### src/rtl/can_err_pkg.sv
package can_err_pkg;

    typedef enum logic [1:0] {
        BUS_OK      = 2'b00,
        BUS_WARN    = 2'b01,
        BUS_PASSIVE = 2'b10,
        BUS_OFF     = 2'b11
    } bus_state_e;

    typedef struct packed {
        bus_state_e tx;
        bus_state_e rx;
    } dir_state_s;

endpackage

### src/rtl/err_level_classifier.sv
module err_level_classifier
    import can_err_pkg::*;
#(
    parameter int CNT_W       = 9,
    parameter int WARN_LIM    = 96,
    parameter int PASSIVE_LIM = 127,
    parameter int OFF_LIM     = 255,
    parameter bit HAS_OFF     = 1'b1
) (
    input  logic [CNT_W-1:0] cnt,
    output bus_state_e       level
);

    localparam logic [CNT_W-1:0] WARN_T    = CNT_W'(WARN_LIM);
    localparam logic [CNT_W-1:0] PASSIVE_T = CNT_W'(PASSIVE_LIM);
    localparam logic [CNT_W-1:0] OFF_T     = CNT_W'(OFF_LIM);

    bus_state_e below_off;

    always_comb begin
        if (cnt > PASSIVE_T)   below_off = BUS_PASSIVE;
        else if (cnt > WARN_T) below_off = BUS_WARN;
        else                   below_off = BUS_OK;
    end

    generate
        if (HAS_OFF) begin : g_with_off
            always_comb begin
                level = (cnt > OFF_T) ? BUS_OFF : below_off;
            end
        end else begin : g_no_off
            always_comb begin
                level = below_off;
            end
        end
    endgenerate

endmodule

### src/rtl/status_change_flag.sv
module status_change_flag (
    input  logic clk,
    input  logic rst_n,
    input  logic change,
    input  logic clr,
    output logic flag
);

    logic flag_d, flag_q;

    always_comb begin
        flag_d = change | (flag_q & ~clr);
    end

    always_ff @(posedge clk or negedge rst_n) begin
        if (!rst_n) flag_q <= 1'b0;
        else        flag_q <= flag_d;
    end

    assign flag = flag_q;

    // a change at an edge leaves the flag set just after that edge
    assert_set_on_change_R8: assert property (@(posedge clk) disable iff (!rst_n)
        change |=> flag);

    // without a clear, the flag does not drop
    assert_sticky_R8: assert property (@(posedge clk) disable iff (!rst_n)
        (flag && !clr) |=> flag);

    // a clear with no change at the same edge drops the flag
    assert_clear_R9: assert property (@(posedge clk) disable iff (!rst_n)
        (flag && clr && !change) |=> !flag);

    // with no change, a clear flag stays clear
    assert_no_spurious_R11: assert property (@(posedge clk) disable iff (!rst_n)
        (!flag && !change) |=> !flag);

endmodule

### src/rtl/can_err_state_mon.sv
module can_err_state_mon
    import can_err_pkg::*;
#(
    parameter int CNT_W       = 9,
    parameter int WARN_LIM    = 96,
    parameter int PASSIVE_LIM = 127,
    parameter int OFF_LIM     = 255
) (
    input  logic             clk,
    input  logic             rst_n,
    input  logic [CNT_W-1:0] tx_err_cnt,
    input  logic [CNT_W-1:0] rx_err_cnt,
    input  logic             flag_clr,
    input  logic             irq_en,
    output logic [1:0]       tx_state,
    output logic [1:0]       rx_state,
    output logic             chg_flag,
    output logic             irq
);

    localparam logic [CNT_W-1:0] OFF_T  = CNT_W'(OFF_LIM);
    localparam logic [CNT_W-1:0] WARN_T = CNT_W'(WARN_LIM);

    bus_state_e tx_level, rx_level;
    dir_state_s st_d, st_q;
    logic       code_change;

    err_level_classifier #(
        .CNT_W(CNT_W), .WARN_LIM(WARN_LIM), .PASSIVE_LIM(PASSIVE_LIM),
        .OFF_LIM(OFF_LIM), .HAS_OFF(1'b1)
    ) u_tx_cls (
        .cnt   (tx_err_cnt),
        .level (tx_level)
    );

    err_level_classifier #(
        .CNT_W(CNT_W), .WARN_LIM(WARN_LIM), .PASSIVE_LIM(PASSIVE_LIM),
        .OFF_LIM(OFF_LIM), .HAS_OFF(1'b0)
    ) u_rx_cls (
        .cnt   (rx_err_cnt),
        .level (rx_level)
    );

    always_comb begin
        st_d.tx = tx_level;
        if (tx_level == BUS_OFF)
            st_d.rx = BUS_OFF;          // bus-off is shared by both directions
        else if (st_q.tx == BUS_OFF)
            st_d.rx = BUS_OK;           // leaving bus-off resets the receiver
        else
            st_d.rx = rx_level;
        code_change = (st_d != st_q);
    end

    always_ff @(posedge clk or negedge rst_n) begin
        if (!rst_n) st_q <= '{tx: BUS_OK, rx: BUS_OK};
        else        st_q <= st_d;
    end

    status_change_flag u_flag (
        .clk    (clk),
        .rst_n  (rst_n),
        .change (code_change),
        .clr    (flag_clr),
        .flag   (chg_flag)
    );

    assign tx_state = st_q.tx;
    assign rx_state = st_q.rx;
    assign irq      = chg_flag & irq_en;

    // a count above the bus-off limit gives bus-off after the edge
    assert_tx_busoff_R3: assert property (@(posedge clk) disable iff (!rst_n)
        (tx_err_cnt > OFF_T) |=> (tx_state == 2'b11));

    // a count at or below the warning limit gives OK after the edge
    assert_tx_ok_R2: assert property (@(posedge clk) disable iff (!rst_n)
        (tx_err_cnt <= WARN_T) |=> (tx_state == 2'b00));

    // the receiver reports bus-off whenever the transmitter does
    assert_shared_busoff_R5: assert property (@(posedge clk) disable iff (!rst_n)
        (tx_state == 2'b11) |-> (rx_state == 2'b11));

    // leaving bus-off sends the receiver straight to OK
    assert_busoff_exit_R6: assert property (@(posedge clk) disable iff (!rst_n)
        ((tx_state == 2'b11) && (tx_err_cnt <= OFF_T)) |=> (rx_state == 2'b00));

    // a new code value comes with a set flag
    assert_change_flags_R8: assert property (@(posedge clk) disable iff (!rst_n)
        (!$stable(tx_state) || !$stable(rx_state)) |-> chg_flag);

endmodule

### config.mk
export PLATFORM = sky130hd
export DESIGN_NAME = can_err_state_mon
export DESIGN_NICKNAME = d
export VERILOG_FILES = /design/src/rtl/can_err_pkg.sv /design/src/rtl/err_level_classifier.sv /design/src/rtl/status_change_flag.sv /design/src/rtl/can_err_state_mon.sv
export SDC_FILE = /design/constraint.sdc
export NUM_CORES = 1
export LEC_CHECK = 0
export BUFFER_PORTS_ARGS = -buffer_cell sky130_fd_sc_hd__buf_4
export CORE_AREA = 2 2 39 41
export CTS_CLUSTER_SIZE = 28
export DETAILED_ROUTE_END_ITERATION = 8
export DIE_AREA = 0 0 41 43
export PLACE_DENSITY = 0.52
export SYNTH_ARGS = -nofsm -noshare
export SYNTH_HDL_FRONTEND = slang
export SYNTH_SLANG_ARGS = --single-unit
### constraint.sdc
create_clock -name clk -period 1.7 [get_ports clk]
set_clock_uncertainty 0.1 [all_clocks]
set_input_delay 0.085 -clock clk [delete_from_list [all_inputs] [get_ports clk]]
set_output_delay 0.085 -clock clk [all_outputs]
set_load 0.005 [all_outputs]
# Word-level counts from Yosys, hierarchy flattened
# Index checks and enable logic that the tools add are counted.
totals:
  ff_bits: 5
  in_bits: 22
  output_inout_bits: 6
  wordCells: 22
classes:
  order_cmp: 5
  n_eq_ne: 3
  muxes: 7
  n_bitwise: 4
op_table:
  columns: ["cell", "count"]
  rows:
  - ["$gt 9x7->1 const B", 4]
  - ["$mux 2", 5]
  - ["$gt 9x8->1 const B", 1]
  - ["$eq 2x2->1 const B", 2]
  - ["$ne 4x4->1", 1]
  - ["$and 1x1->1", 2]
  - ["$mux 1", 2]
  - ["$not 1->1", 1]
  - ["$or 1x1->1", 1]

# Longest topological paths before layout
depth:
  depth_word: 8
  ltp_mapped: 5
  ltp_nobuf: 5

# By module
# A second synthesis with hierarchy kept.
unflattened:
  hier_cells: 33
  hier_area_um2: 305.3
by_module_without_submodules:
  columns: ["module", "n_inst", "cells_per_inst", "area_per_inst_um2", "seq_area_each_um2"]
  rows:
  - ["can_err_state_mon", 1, 21, 202.7, 100.1]
  - ["status_change_flag", 1, 3, 36.3, 25.0]
  - ["err_level_classifier (u_rx_cls)", 1, 5, 33.8, 0.0]
  - ["err_level_classifier (u_tx_cls)", 1, 4, 32.5, 0.0]

# Least setup slack after synthesis
# Ideal clock, no wire load.
synth_path:
  path_kind: "register to register"
  from: "reg st_q, in the netlist tx_state[1]"
  to: "reg u_flag.flag_q, in the netlist u_flag.flag"
  setup_ns: 0.139
  arrival_ns: 1.013
  required_ns: 1.461
  path_slack_ns: 0.448
  path_stages_with_launch: 6
  path_buffers: 0
  period_less_slack_ns: 1.252
  cell_sequence: "dfrtp_1 > nor2_1 > nand2_1 > a211o_1 > o211ai_1 > o2111ai_1"
synth_between:
  elab_chain_cells: 5
synth_lines:
  columns: ["element", "line", "source"]
  rows:
  - ["start, declared", "can_err_state_mon.sv:25", "dir_state_s st_d, st_q;"]
  - ["start signal, assigned", "can_err_state_mon.sv:56", "if (!rst_n) st_q <= '{tx: BUS_OK, rx: BUS_OK};"]
  - ["start signal, assigned", "can_err_state_mon.sv:57", "else st_q <= st_d;"]
  - ["$eq 2x2->1", "can_err_state_mon.sv:48", "else if (st_q.tx == BUS_OFF)"]
  - ["$mux 2", "can_err_state_mon.sv:48", null]
  - ["$mux 2", "can_err_state_mon.sv:46", "if (tx_level == BUS_OFF)"]
  - ["$ne 4x4->1 *", "can_err_state_mon.sv:52", "code_change = (st_d != st_q);"]
  - ["$or 1x1->1 *", "status_change_flag.sv:12", "flag_d = change | (flag_q & ~clr);"]
  - ["named net u_flag.flag_d", "status_change_flag.sv:9", "logic flag_d, flag_q;"]
  - ["end signal, assigned", "status_change_flag.sv:17", "else flag_q <= flag_d;"]
  - ["end, declared", "status_change_flag.sv:9", null]
# Mark *: on every way through the listed nets, which the timed path passes. The rest lies on a longest branch.

==> results.toml <==
[status]
status = "finished clean"

[logic_synthesis]
netlist_area_um2 = 297.8
yosysWarnings = 0
synth-simple-area-share_pct = 26.05
avgSynthCellArea_um2 = 9.306
synthAdderAreaFrac_pct = 0
synth.area.top_cells = "dfrtp_1 (42%), o211ai_1 (7.6%), xnor2_1 (5.9%)"
synthesis.nets = 54
synth_mux_area_share_pct = 0
synthXorXnorAreaFrac_pct = 5.882
synth_ff_type = "dfrtp_1"
synth_top_area_share_pct = 42.02
async_flop_share_pct = 100.0
synth.largest_area_cell = "dfrtp_1"
synth_cell_types = 19
synth_edf_count = 0
ys_ff_latch = 5
syn_inst = 32
seq_area_frac_synth_pct = 42.02
synth_compound_area_share_pct = 23.53
synth_top_family_by_area = "simple AND/OR/NAND/NOR gates"

[critical_path]
cp_max_fo = 8
critPathCaptureType = "register"
worstPathCellList = "dlygate4sd3_1 -> buf_4 -> or2_1 -> dlygate4sd3_1"
cp.required_ns = 1.72
path_buf_inv = 3
crit_top_cell = "dlygate4sd3_1"
r2r-end = "u_flag.flag"
critical_path_arrival_ns = 1.53
crit_end = "tx_state[1]"
reg2regPathDepth = 5
max_stage_delay_ns = 0.55
slowest_stage = "dlygate4sd3_1"
cp_top_family = "buffers and inverters"
r2r_start = "tx_state[1]"
startpoint_type = "input pin"
rrSetupSlack_ns = 0.38
setup.worst_path.start = "tx_err_cnt[8]"
crit_type = "in -> reg"
cp.depth = 4

[job]
maxCapViolations = 0

[placed_design]
place_congestion = 0.6810
dp.cells = 75
dp_hpwl_um = 690.2
port-buffer-count = 27

[floorplanning]
num_io_pins = 28
dieWidth_um = 41
initial_core_util_pct = 21.52
fp.dieArea_mm2 = 0.001763
die_h_um = 43
core_mm2 = 0.001384
rows = 14

[final_layout]
layout.cells.non_filler = 84
area_growth_syn_to_layout_pct = 100.4
drive_above_1_share_pct = 48.53
final_common_cell = "buf_4"
final_cell_mix = "buf_4 (27), dlygate4sd3_1 (5), dfrtp_1 (5)"
diodes = 0
multi_input_area_um2 = 165.2
nets = 91
regArea_um2 = 125.1
fill_cells = 134

[sta]
rsz0062_at_grt = "false"
tightest_slew_ns = 0.2693
finalCriticalPeriod_ns = 1.514
slew_violations = 0
fmax_ghz = 0.6604
setup_tns_ns = 0
hold_viol = 0
setup_violations = 0
fin_crit_sh_pct = 89.07
max_slew_margin_pct = 81.98

[clock_tree]
clk_path_buf_depth = 2
clock-root-buffer = "clkbuf_4"
tritoncts = "done"
cts_resized = 0
clk-insertion-delay-late_ns = 0.24
cts.sink_count = 5
cts_made_buffers = 3
postCtsHoldBufs = 5
htree_num_levels = 1
post_cts_buffers = 0
path_clk_slew_ns = 0.05

[routing]
wl_um = 847
ant_nets = 0
vias = 367
drtIter0Drc = 5
drc = 0
first_pass_iters = 2
routedWlPerCell_um = 10.08
viasPerCell = 4.369

[grt]
grt.busiest_layer = "met2"
grt_pass1_vias = 349
met2_usage_pct = 17.19
grt_max_degree = 9
grt_pass1_wl_mm = 1.311
grt.overflow.total = 0
antenna_found_initial = 0
use_met3_pct = 9.424
grtUsageTotal_pct = 11.60
grtUsageMet1_pct = 11.76

[hold_path]
min_path_type = "in -> reg"

[pwr]
p_int_mw = 0.2796
power_switching_mw = 0.08697
switching_share_pct = 23.72
power.share.clock_pct = 37.5
pwr-share-comb_pct = 25.9
leakagePower_nw = 0.2762
power.density_mw_per_mm2 = 614.3
pwr-share-seq_pct = 36.6
vdd_drop_max_v = 0.0003515
==> metal layers <==
layer / routed length, um / vias to the layer above
li1: - / 189
met3: 152 / 0
met5: 0 / -
met4: 0 / 0
met2: 378 / 26
met1: 317 / 152
==> final cells by class <==
cell class | instances | area share (%)
repair buffers | 32 | 42.35
well taps | 16 | 3.354
flip-flops and latches | 5 | 20.96
clock buffers | 4 | 4.403
inverters | 2 | 1.258
multi-input cells | 25 | 27.67
==> power groups by stage <==
stage,Clock [mW],Combinational [mW],Sequential (mW)
finish,0.137,0.0949,0.134
floorplan,0,0.0270,0.136
global placement,0,0.0868,0.136
global route,0.155,0.106,0.135
CTS,0.143,0.0962,0.135
detailed placement,0,0.0868,0.136
==> Yosys cell counts (2+ instances only) <==
library cell / number
or2_1: 2
o211ai_1: 3
dfrtp_1: 5
inv_1: 2
nand2_1: 2
nor2_1: 2
nor3_1: 3
xnor2_1: 2
==> worst min-delay path, stage by stage <==
cell,delay (ns)
buf_4,0.11
nand4_1,0.07
o21bai_2,0.07
==> stage by stage <==
stage	util [%]	total power [mW]	hold WS [ns]	instance area (um2)	setup WS (ns)
global placement	37.61	0.2232	-0.2110	520.5	0.2931
CTS	43.13	0.3738	0.03393	596.8	0.1948
global route	43.13	0.3956	0.03483	596.8	0.1443
detailed placement	37.61	0.2231	-0.2119	520.5	0.2734
floorplan	-	0.1625	-0.3106	297.8	0.4477
finish	43.13	0.3666	0.03551	596.8	0.1858
==> kinds of logic (layout without fill, tap and decap cells) <==
kind of cell	Yosys count	after routing
flops	5	5
compound gates	9	9
xor+xnor	2	2
simple gates	14	14
buf+inv	2	38
==> how the worst min path moves through the flow <==
stage / from / cells past startpoint / end / slack, ns
after floorplan: rst_n / 0 / rx_state[0] / -0.31
after global placement: rst_n / 1 / u_flag.flag / -0.21
after detailed placement: rst_n / 1 / rx_state[0] / -0.21
after CTS: rx_err_cnt[6] / 3 / rx_state[0] / 0.03
after global routing: rx_err_cnt[6] / 3 / rx_state[0] / 0.03
final: rx_err_cnt[6] / 3 / rx_state[0] / 0.04
==> flip-flops by register name, summed over array words and instances, names as in the netlist <==
name and count:
rx_state 2, tx_state 2, u_flag.flag 1
(Power assumes the default switching activity.)
